[config.mk]
export PLATFORM = sky130hd
export DESIGN_NAME = smac_pe
export DESIGN_NICKNAME = d
export VERILOG_FILES = /design/src/rtl/smac_pkg.sv /design/src/rtl/smac_seq.sv /design/src/rtl/smac_mulstep.sv /design/src/rtl/smac_dp.sv /design/src/rtl/smac_pe.sv
export SDC_FILE = /design/constraint.sdc
export NUM_CORES = 1
export LEC_CHECK = 0
export ABC_CLOCK_PERIOD_IN_PS = 17200
export BUFFER_PORTS_ARGS = -buffer_cell sky130_fd_sc_hd__buf_2
export CORE_MARGIN = 2
export CORE_UTILIZATION = 40
export DETAILED_ROUTE_END_ITERATION = 12
export SETUP_SLACK_MARGIN = 0.15
export SYNTH_ARGS = -nofsm -noshare
export SYNTH_HDL_FRONTEND = slang
export SYNTH_SLANG_ARGS = --single-unit
[constraint.sdc]
create_clock -name clk -period 17.2 [get_ports clk]
set_clock_uncertainty 0.05 [all_clocks]
set_input_delay 0.86 -clock clk [delete_from_list [all_inputs] [get_ports clk]]
set_output_delay 0.86 -clock clk [all_outputs]
set_load 0.02 [all_outputs]
[src/rtl/smac_pkg.sv]
package smac_pkg;

  // Strobes issued by the word-cycle sequencer to the datapath
  typedef struct packed {
    logic latchCoef;  // capture the parallel coefficient
    logic shiftB;     // shift serial B into the capture register
    logic holdB;      // move the complete B into the multiplier hold register
    logic clearAcc;   // zero the partial-product accumulator
    logic mulStep;    // perform one shift-add step
    logic lastStep;   // the step uses the coefficient sign bit (subtract)
    logic shiftA;     // shift serial A into its register
    logic finish;     // form the final sum and load the output shifter
    logic drainY;     // present and shift the output word
  } smacCtrl_t;

endpackage

[src/rtl/smac_seq.sv]
module smac_seq
  import smac_pkg::*;
#(
  parameter int N = 16
) (
  input  logic                   clk,
  input  logic                   rstN,
  input  logic                   frameIn,
  output smacCtrl_t              ctrlS,
  output logic [$clog2(N)-1:0]   stepIdx
);

  localparam int CW = $clog2(2 * N);
  localparam int SW = $clog2(N);
  localparam logic [CW-1:0] LAST_POS = CW'(2 * N - 1);
  localparam logic [CW-1:0] HALF_POS = CW'(N);
  localparam logic [CW-1:0] MID_POS  = CW'(N - 1);

  logic [CW-1:0] cnt;
  logic [CW-1:0] phase;
  logic          armed;
  logic          active;

  // A frame pulse forces position zero regardless of the free-running count
  assign phase  = frameIn ? '0 : cnt;
  assign active = armed | frameIn;

  always_ff @(posedge clk) begin
    if (!rstN) begin
      cnt   <= '0;
      armed <= 1'b0;
    end else begin
      if (frameIn) armed <= 1'b1;
      if (phase == LAST_POS) cnt <= '0;
      else                   cnt <= phase + 1'b1;
    end
  end

  always_comb begin
    ctrlS = '0;
    if (active) begin
      ctrlS.latchCoef = frameIn;
      ctrlS.shiftB    = (phase <  HALF_POS);
      ctrlS.holdB     = (phase == MID_POS);
      ctrlS.clearAcc  = (phase == MID_POS);
      ctrlS.mulStep   = (phase >= HALF_POS);
      ctrlS.lastStep  = (phase == LAST_POS);
      ctrlS.shiftA    = (phase >= HALF_POS);
      ctrlS.finish    = (phase == LAST_POS);
      ctrlS.drainY    = (phase <  HALF_POS);
    end
  end

  assign stepIdx = SW'(phase - HALF_POS);

endmodule

[src/rtl/smac_mulstep.sv]
module smac_mulstep #(
  parameter int N = 16
) (
  input  logic signed [N:0]   accIn,
  input  logic        [N-1:0] bVal,
  input  logic                mBit,
  input  logic                negate,
  output logic signed [N:0]   accOut
);

  logic        [N-1:0] ppBits;
  logic signed [N+1:0] addend;
  logic signed [N+1:0] sum;

  // One partial-product gate per multiplicand bit
  for (genvar i = 0; i < N; i++) begin : g_pp
    assign ppBits[i] = bVal[i] & mBit;
  end

  always_comb begin
    addend = $signed({{2{ppBits[N-1]}}, ppBits});
    if (negate) addend = -addend;
    sum    = $signed({accIn[N], accIn}) + addend;
  end

  // Arithmetic halving drops one low product bit per step (truncation)
  assign accOut = sum[N+1:1];

endmodule

[src/rtl/smac_dp.sv]
module smac_dp
  import smac_pkg::*;
#(
  parameter int N = 16
) (
  input  logic                 clk,
  input  logic                 rstN,
  input  smacCtrl_t            ctrlS,
  input  logic [$clog2(N)-1:0] stepIdx,
  input  logic                 bIn,
  input  logic                 aIn,
  input  logic [N-1:0]         coefIn,
  output logic                 yOut
);

  logic        [N-1:0] bShift;
  logic        [N-1:0] bHold;
  logic        [N-1:0] mReg;
  logic        [N-1:0] aShift;
  logic        [N-1:0] yShift;
  logic        [N-1:0] bFull;
  logic        [N-1:0] aFull;
  logic signed [N:0]   acc;
  logic signed [N:0]   accNext;

  assign bFull = {bIn, bShift[N-1:1]};
  assign aFull = {aIn, aShift[N-1:1]};

  smac_mulstep #(.N(N)) u_step (
    .accIn  (acc),
    .bVal   (bHold),
    .mBit   (mReg[stepIdx]),
    .negate (ctrlS.lastStep),
    .accOut (accNext)
  );

  always_ff @(posedge clk) begin
    if (!rstN) begin
      bShift <= '0;
      bHold  <= '0;
      mReg   <= '0;
      aShift <= '0;
      acc    <= '0;
    end else begin
      if (ctrlS.latchCoef) mReg   <= coefIn;
      if (ctrlS.shiftB)    bShift <= bFull;
      if (ctrlS.holdB)     bHold  <= bFull;
      if (ctrlS.shiftA)    aShift <= aFull;
      if (ctrlS.clearAcc)     acc <= '0;
      else if (ctrlS.mulStep) acc <= accNext;
    end
  end

  always_ff @(posedge clk) begin
    if (!rstN) begin
      yShift <= '0;
    end else if (ctrlS.finish) begin
      yShift <= accNext[N-1:0] + aFull;
    end else if (ctrlS.drainY) begin
      yShift <= {1'b0, yShift[N-1:1]};
    end
  end

  assign yOut = ctrlS.drainY & yShift[0];

endmodule

[src/rtl/smac_pe.sv]
module smac_pe
  import smac_pkg::*;
#(
  parameter int N = 16
) (
  input  logic         clk,
  input  logic         rstN,
  input  logic         frameIn,
  input  logic         bIn,
  input  logic         aIn,
  input  logic [N-1:0] coefIn,
  output logic         yOut
);

  smacCtrl_t            ctrlS;
  logic [$clog2(N)-1:0] stepIdx;

  smac_seq #(.N(N)) u_seq (
    .clk     (clk),
    .rstN    (rstN),
    .frameIn (frameIn),
    .ctrlS   (ctrlS),
    .stepIdx (stepIdx)
  );

  smac_dp #(.N(N)) u_dp (
    .clk     (clk),
    .rstN    (rstN),
    .ctrlS   (ctrlS),
    .stepIdx (stepIdx),
    .bIn     (bIn),
    .aIn     (aIn),
    .coefIn  (coefIn),
    .yOut    (yOut)
  );

endmodule

==> flow_metrics.py, run 1 <==
metrics = {
    "run_status": {
        "status": "finished, final reports clean",
    },
    "power_and_ir_drop": {
        "p_int_uw": 361,
        "swShare_pct": 23.9,
        "clkPwrFrac_pct": 44.6,
        "p_seq_share_pct": 50.5,
        "leakagePower_nw": 2.66,
        "peakVddDrop_mv": 0.0479,
        "combPwrFrac_pct": 4.9,
        "power.density_nw_per_um2": 72.5,
        "p_total_uw": 474,
        "power_switching_uw": 113,
    },
    "grt": {
        "overflow": 0,
        "grt_max_degree": 85,
        "grt_pass1_vias": 4960,
        "antenna_found_initial": 0,
        "grt_pass1_wl_um": 22500,
        "grtUsageTotal_pct": 16.9,
    },
    "floorplanning": {
        "initial_core_util_pct": 41.1,
        "io_pins": 22,
        "fp.dieArea_um2": 16000,
        "placementRows": 44,
        "die_h_um": 126,
        "coreArea_um2": 14600,
        "floorplan.die.width_um": 126,
    },
    "synth": {
        "synth-edff-count": 0,
        "postSynthAreaPerCell_um2": 8.04,
        "syn_area_um2": 6000,
        "synth-warning-count": 0,
        "synth_async_sr_flop_share_pct": 0,
        "ys_seq_elements": 101,
        "synth.net_count": 808,
        "synthFlopType": "dfxtp_1",
        "synth_seq_area_share_pct": 33.7,
        "synth.distinct_cells": 63,
        "synthesis.instances": 746,
    },
    "clock_tree": {
        "post_cts_resized": 0,
        "htree_num_levels": 3,
        "cts_tree": "built",
        "clock_path_buffers": 2,
        "cts_hold_buf": 0,
        "cts-root-buf": "clkbuf_16",
        "clock_sinks": 101,
        "insertion_delay_ns": 0.36,
        "cts_setup_buffers": 0,
        "cts_made_buffers": 9,
        "clk_pin_slew_ns": 0.07,
    },
    "worst_hold_path": {
        "min_path_type": "reg -> reg",
        "worst_hold_path.num_cells": 2,
    },
    "flow_run": {
        "cap_violations": 0,
    },
    "layout": {
        "nets": 808,
        "drive_gt1_share_pct": 7.99,
        "synthToLayoutAreaGrowth_pct": 8.99,
        "layout_common_cells": "nand2_1 (178), dfxtp_1 (101), a21oi_1 (48)",
        "fin_cells": 935,
        "antenna_cells": 0,
        "final_common_cell": "nand2_1",
    },
    "drt": {
        "first_pass_iters": 5,
        "viasPerCell": 5.37,
        "final_antenna_net_count": 0,
        "routed_wl_um": 13200,
        "drc": 0,
        "vias": 5024,
        "drt_iter0_drc": 283,
        "wl_per_cell_um": 14.1,
    },
    "critical_path": {
        "crit_path_start_kind": "primary input",
        "crit_required_ns": 17.40,
        "reg2reg_depth": 27,
        "criticalPathCategory": "in -> reg",
        "end_kind": "register",
        "worstPathArrival_ns": 7.05,
        "path_max_fanout": 32,
    },
    "placed_design": {
        "port_buffers": 21,
        "placed_cells": 919,
        "dp_hpwl_um": 9060,
        "place.gp.congestion": 0.866,
    },
    "sta": {
        "rsz0062_at_grt": "false",
        "finalHoldViolations": 0,
        "hold_slack_ns": 0.411,
        "layout_min_cycle_time_ns": 6.84,
        "setup_viol": 0,
        "clock.fmax_ghz": 0.146,
        "finalMaxSlewViolations": 0,
        "max_slew_margin_pct": 43.8,
        "worst_pin_slew_ns": 0.843,
        "post-route-period-util_pct": 39.8,
        "setup_tns_ns": 0,
    },
}
[final cells by class]
cell class / instances / area [µm²]
repair buffers: 28 / 158
multi-input cells: 587 / 3750
inverters: 19 / 71.3
clock buffers: 9 / 225
flip-flops and latches: 101 / 2020
well taps: 184 / 230
fillers: 1424 / 8050
clock inverters: 7 / 81.3
[path summary, 6_finish.rpt]
path / startpoint / end / slack, ns
setup / recovery: frameIn / u_dp.yShift[14] / 10.36
hold / removal: u_dp.acc[2] / u_dp.acc[2] / 0.41
setup reg to reg: u_seq.cnt[0] / u_dp.yShift[14] / 10.91
hold reg to reg: u_dp.acc[2] / u_dp.acc[2] / 0.41
[worst max-delay path, cell delays in order]
cell and delay (ns):
buf_2 0.59, o21bai_1 0.15, a31oi_1 0.22, a2111oi_2 0.11, nor3_4 0.65, nand2_1 0.16
ha_1 0.33, nor2_1 0.33, xnor2_1 0.15, ha_1 0.36, a21oi_1 0.20, nor2b_1 0.07
nor2_1 0.08, inv_1 0.07, a31oi_4 0.16, inv_1 0.05, a21oi_1 0.19, xnor2_1 0.18
ha_1 0.29, inv_1 0.11, o21bai_1 0.09, a21oi_1 0.25, o21bai_1 0.12, a211o_1 0.35
a2111oi_2 0.41, o31ai_1 0.16, nor3_1 0.13, and4b_1 0.20
[through the flow]
| stage | cell area [µm²] | util (%) | setup slack [ns] |
|---|---|---|---|
| after floorplan | 6000 | - | 10.61 |
| after global placement | 6230 | 42.7 | 10.28 |
| after detailed placement | 6230 | 42.7 | 10.04 |
| after CTS | 6540 | 44.8 | 10.41 |
| after global routing | 6540 | 44.8 | 9.73 |
| final | 6540 | 44.8 | 10.36 |
[layer usage]
layer,share of wire [%],track usage (%),vias to the layer above
met5,0,0,-
met4,2.2,6.46,0
met3,4.0,3.71,25
met2,47,29.4,82
met1,47,20.5,2342
li1,-,-,2575
[flip-flops by register name (all words and copies together), names as in the netlist]
register,flops
u_dp.acc,17
u_dp.aShift,15
u_dp.bHold,16
u_seq.cnt,5
u_dp.yShift,16
u_seq.armed,1
u_dp.mReg,16
u_dp.bShift,15
[synth_stat cells, drive strengths merged (4+ instances only)]
master | number | area (µm²)
nand3 | 22 | 110
buf | 6 | 38.8
o211a | 8 | 80.1
a31oi | 6 | 52.6
nand2b | 6 | 37.5
a21boi | 47 | 353
nor3 | 16 | 96.4
dfxtp | 101 | 2020
nor2b | 26 | 163
a311oi | 4 | 35.0
and2 | 5 | 31.3
clkbuf | 33 | 124
inv | 19 | 71.3
a211oi | 5 | 37.5
nor2 | 33 | 124
ha | 39 | 488
o21bai | 6 | 48.8
or3 | 4 | 30.0
a21o | 7 | 52.6
xor2 | 15 | 131
o21a | 14 | 105
mux2i | 20 | 200
xnor2 | 18 | 158
and3 | 4 | 25.0
nand2 | 178 | 668
a21oi | 49 | 245
o21ai | 11 | 55.1
o31ai | 5 | 42.5
[power by group through the flow]
| stage | Combinational, mW | Clock (mW) | Sequential [mW] |
|---|---|---|---|
| 2_1_floorplan | 0.0183 | 0 | 0.243 |
| 3_3_place_gp | 0.0227 | 0 | 0.245 |
| 3_5_place_dp | 0.0234 | 0 | 0.245 |
| 4_1_cts | 0.0234 | 0.219 | 0.239 |
| 5_1_grt | 0.0257 | 0.228 | 0.240 |
| 6_report | 0.0232 | 0.212 | 0.239 |
[cells by family (layout without fill, tap and decap cells)]
logic type / after synthesis / in the layout / share of synthesized area, %
compound gates: 181 / 181 / 21.4
flops: 101 / 101 / 33.7
fa+ha+maj: 41 / 41 / 8.80
mux: 22 / 22 / 3.90
buf+inv: 58 / 63 / 3.90
simple gates: 310 / 310 / 23.5
xor+xnor: 33 / 33 / 4.82
Note: power is estimated with default switching activity, not from simulation.
==> run 2, diff against run 1 <==
--- a/config.mk
+++ b/config.mk
@@ -5,7 +5,8 @@
 export SDC_FILE = /design/constraint.sdc
 export NUM_CORES = 1
 export LEC_CHECK = 0
-export ABC_CLOCK_PERIOD_IN_PS = 17200
+export ABC_AREA = 1
+export ABC_CLOCK_PERIOD_IN_PS = 6800
 export BUFFER_PORTS_ARGS = -buffer_cell sky130_fd_sc_hd__buf_2
 export CORE_MARGIN = 2
 export CORE_UTILIZATION = 40
==> constraint.sdc (replaced) <==
create_clock -name clk -period 6.8 [get_ports clk]
set_clock_uncertainty 0.05 [all_clocks]
set_input_delay 0.34 -clock clk [delete_from_list [all_inputs] [get_ports clk]]
set_output_delay 0.34 -clock clk [all_outputs]
set_load 0.02 [all_outputs]
==> run 2 against run 1 <==
Register-to-register slack lost 9.6 ns. Critical path type unchanged. Sequential share of layout area shrank 0.32 points. Sequential power grew to 2.6 times the previous value. First-iteration DRC count shrank 36%.
==> flow_metrics.py, run 2 <==
metrics = {
    "run_status": {
        "status": "finished, final reports clean",
    },
    "drt": {
        "routed_wl_um": 13400,
        "final_antenna_net_count": 0,
        "first_pass_iters": 4,
        "drc": 0,
        "vias": 5214,
        "drt_iter0_drc": 181,
        "viasPerCell": 4.90,
        "wl_per_cell_um": 12.6,
    },
    "grt": {
        "grtUsageTotal_pct": 17.4,
        "overflow": 0,
        "grt_max_degree": 65,
        "antenna_found_initial": 1,
        "grt_pass1_vias": 4942,
        "grt_pass1_wl_um": 23000,
    },
    "sta": {
        "setup_slack_ns": 1.33,
        "post-route-period-util_pct": 80.5,
        "finalHoldViolations": 0,
        "setup_viol": 0,
        "hold_slack_ns": 0.142,
        "setup_tns_ns": 0,
        "layout_min_cycle_time_ns": 5.47,
        "clock.fmax_ghz": 0.183,
        "max_slew_margin_pct": 21.9,
        "finalMaxSlewViolations": 0,
        "worst_pin_slew_ns": 1.17,
        "rsz0062_at_grt": "false",
    },
    "layout": {
        "synthToLayoutAreaGrowth_pct": 8.91,
        "fin_cells": 1065,
        "layout_common_cells": "nor2_1 (150), nand2_1 (145), o21ai_0 (103)",
        "final_area_um2": 6610,
        "largest_reg_flops": 17,
        "antenna_cells": 0,
        "regMostFlops": "u_dp.acc",
        "nets": 934,
        "final_common_cell": "nor2_1",
        "num-fill-cells": 1587,
        "drive_gt1_share_pct": 9.24,
        "multi_input_area_um2": 3590,
        "regArea_um2": 2020,
        "final_util_pct": 44.0,
    },
    "clock_tree": {
        "cts_tree": "built",
        "insertion_delay_ns": 0.36,
        "clk_pin_slew_ns": 0.08,
        "cts-root-buf": "clkbuf_16",
        "cts_hold_buf": 0,
        "htree_num_levels": 3,
        "cts_setup_buffers": 0,
        "cts_made_buffers": 9,
        "clock_sinks": 101,
        "post_cts_resized": 0,
        "clock_path_buffers": 2,
    },
    "floorplanning": {
        "placementRows": 45,
        "fp.dieArea_um2": 16200,
        "die_h_um": 127,
        "coreArea_um2": 15000,
        "initial_core_util_pct": 40.4,
        "io_pins": 22,
        "floorplan.die.width_um": 127,
    },
    "synth": {
        "synthesis.instances": 865,
        "synth-compound-area-share_pct": 19.4,
        "synth.net_count": 927,
        "netlist_top_cells_count": "nor2_1 (151), nand2_1 (145), o21ai_0 (103), dfxtp_1 (101), inv_1 (76)",
        "ys_seq_elements": 101,
        "postSynthAreaPerCell_um2": 7.01,
        "synth-edff-count": 0,
        "synth.distinct_cells": 44,
        "synthFlopType": "dfxtp_1",
        "yosys.area.top_type": "dfxtp_1",
        "synth-simple-area-share_pct": 26.5,
        "synth_seq_area_share_pct": 33.3,
        "synth_top_family_by_area": "simple AND/OR/NAND/NOR gates",
        "synth-warning-count": 0,
        "synthTopCellsByArea": "dfxtp_1 (33%), nor2_1 (9.3%), nand2_1 (9.0%)",
        "synth_async_sr_flop_share_pct": 0,
        "yosysMostFrequentCell": "nor2_1",
        "synthAdderAreaFrac_pct": 8.70,
        "synth.mux.area_fraction_pct": 0,
        "synth_xor_area_share_pct": 4.60,
        "synth_top_area_share_pct": 33.3,
        "syn_area_um2": 6070,
    },
    "power_and_ir_drop": {
        "peakVddDrop_mv": 0.159,
        "leakagePower_nw": 3.27,
        "p_total_mw": 1.20,
        "power.density_nw_per_um2": 181,
    },
    "critical_path": {
        "r2r-start": "u_seq.cnt[0]",
        "criticalPathCategory": "in -> reg",
        "reg2reg_depth": 36,
        "reg2reg_slack_ns": 1.33,
        "cp_common_cell": "nand2_1",
        "worstPathArrival_ns": 5.70,
        "path_max_fanout": 23,
        "end_kind": "register",
        "crit_path_start_kind": "primary input",
        "worst_path_max_delay_cell": "fa_1",
        "crit_start": "frameIn",
        "worstSetupEndpoint": "u_dp.yShift[15]",
        "r2r-end": "u_dp.yShift[15]",
        "crit_path_max_incr_delay_ns": 0.47,
        "crit_required_ns": 7.02,
    },
    "placed_design": {
        "place.gp.congestion": 0.830,
        "dpl-instance-area_um2": 6320,
        "dp_hpwl_um": 9850,
        "port_buffers": 21,
        "placed_cells": 1049,
        "place_ws_ns": 0.945,
    },
    "worst_hold_path": {
        "min_path_type": "in -> reg",
    },
    "flow_run": {
        "cap_violations": 0,
    },
}
-- run 2: changes by cell type in the layout (fill, tap and decap cells not counted), sizes merged, moves of 20 or more --
cell,before,now
inv,22,88
a21boi,47,1
nor2,33,156
o21ai,11,106
mux2i,20,0
nor2b,26,0
nand2,178,154
-- run 2: kinds of logic (layout without fill, tap and decap cells) --
| family | count (synthesis) | in the layout |
|---|---|---|
| fa+ha+maj | 41 | 41 |
| simple gates | 369 | 369 |
| buf+inv | 116 | 128 |
| flops | 101 | 101 |
| compound gates | 207 | 207 |
| xor+xnor | 31 | 31 |
-- run 2: worst max-delay path: cells and delay by family --
kind / cells / cell delay (ns)
buf+inv: 8 / 1.07
compound gates: 5 / 1.03
simple gates: 20 / 1.84
xor+xnor: 1 / 0.25
fa+ha+maj: 4 / 1.14
-- run 2: cell type report --
cell class,count,area share [%]
multi-input cells,648,54.4
flip-flops and latches,101,30.6
inverters,86,4.89
well taps,188,3.56
clock buffers,10,3.47
repair buffers,26,2.16
clock inverters,6,0.947
-- run 2: power breakdown --
| group | total, mW | leakage [nW] | switching [mW] | internal [mW] |
|---|---|---|---|---|
| Combinational | 0.0700 | 2.31 | 0.0474 | 0.0226 |
| Sequential | 0.617 | 0.822 | 0.00997 | 0.607 |
| Clock | 0.511 | 0.143 | 0.252 | 0.260 |
-- run 2: routing by layer --
layer / track usage, % / share of wire (%) / up-vias
li1: - / - / 2863
met1: 22.3 / 50 / 2288
met2: 29.2 / 45 / 50
met3: 4.15 / 3.1 / 13
met4: 5.30 / 1.3 / 0
met5: 0 / 0 / -
-- run 2: how the worst min path moves through the flow --
stage	start	to	slack [ns]	cells after the start
6_report	coefIn[11]	u_dp.mReg[11]	0.14	3
5_1_grt	coefIn[13]	u_dp.mReg[13]	0.15	3
4_1_cts	coefIn[11]	u_dp.mReg[11]	0.13	3
3_5_place_dp	u_seq.cnt[3]	u_seq.cnt[3]	0.37	1
3_3_place_gp	u_seq.cnt[3]	u_seq.cnt[3]	0.37	1
2_1_floorplan	u_seq.cnt[3]	u_seq.cnt[3]	0.36	1
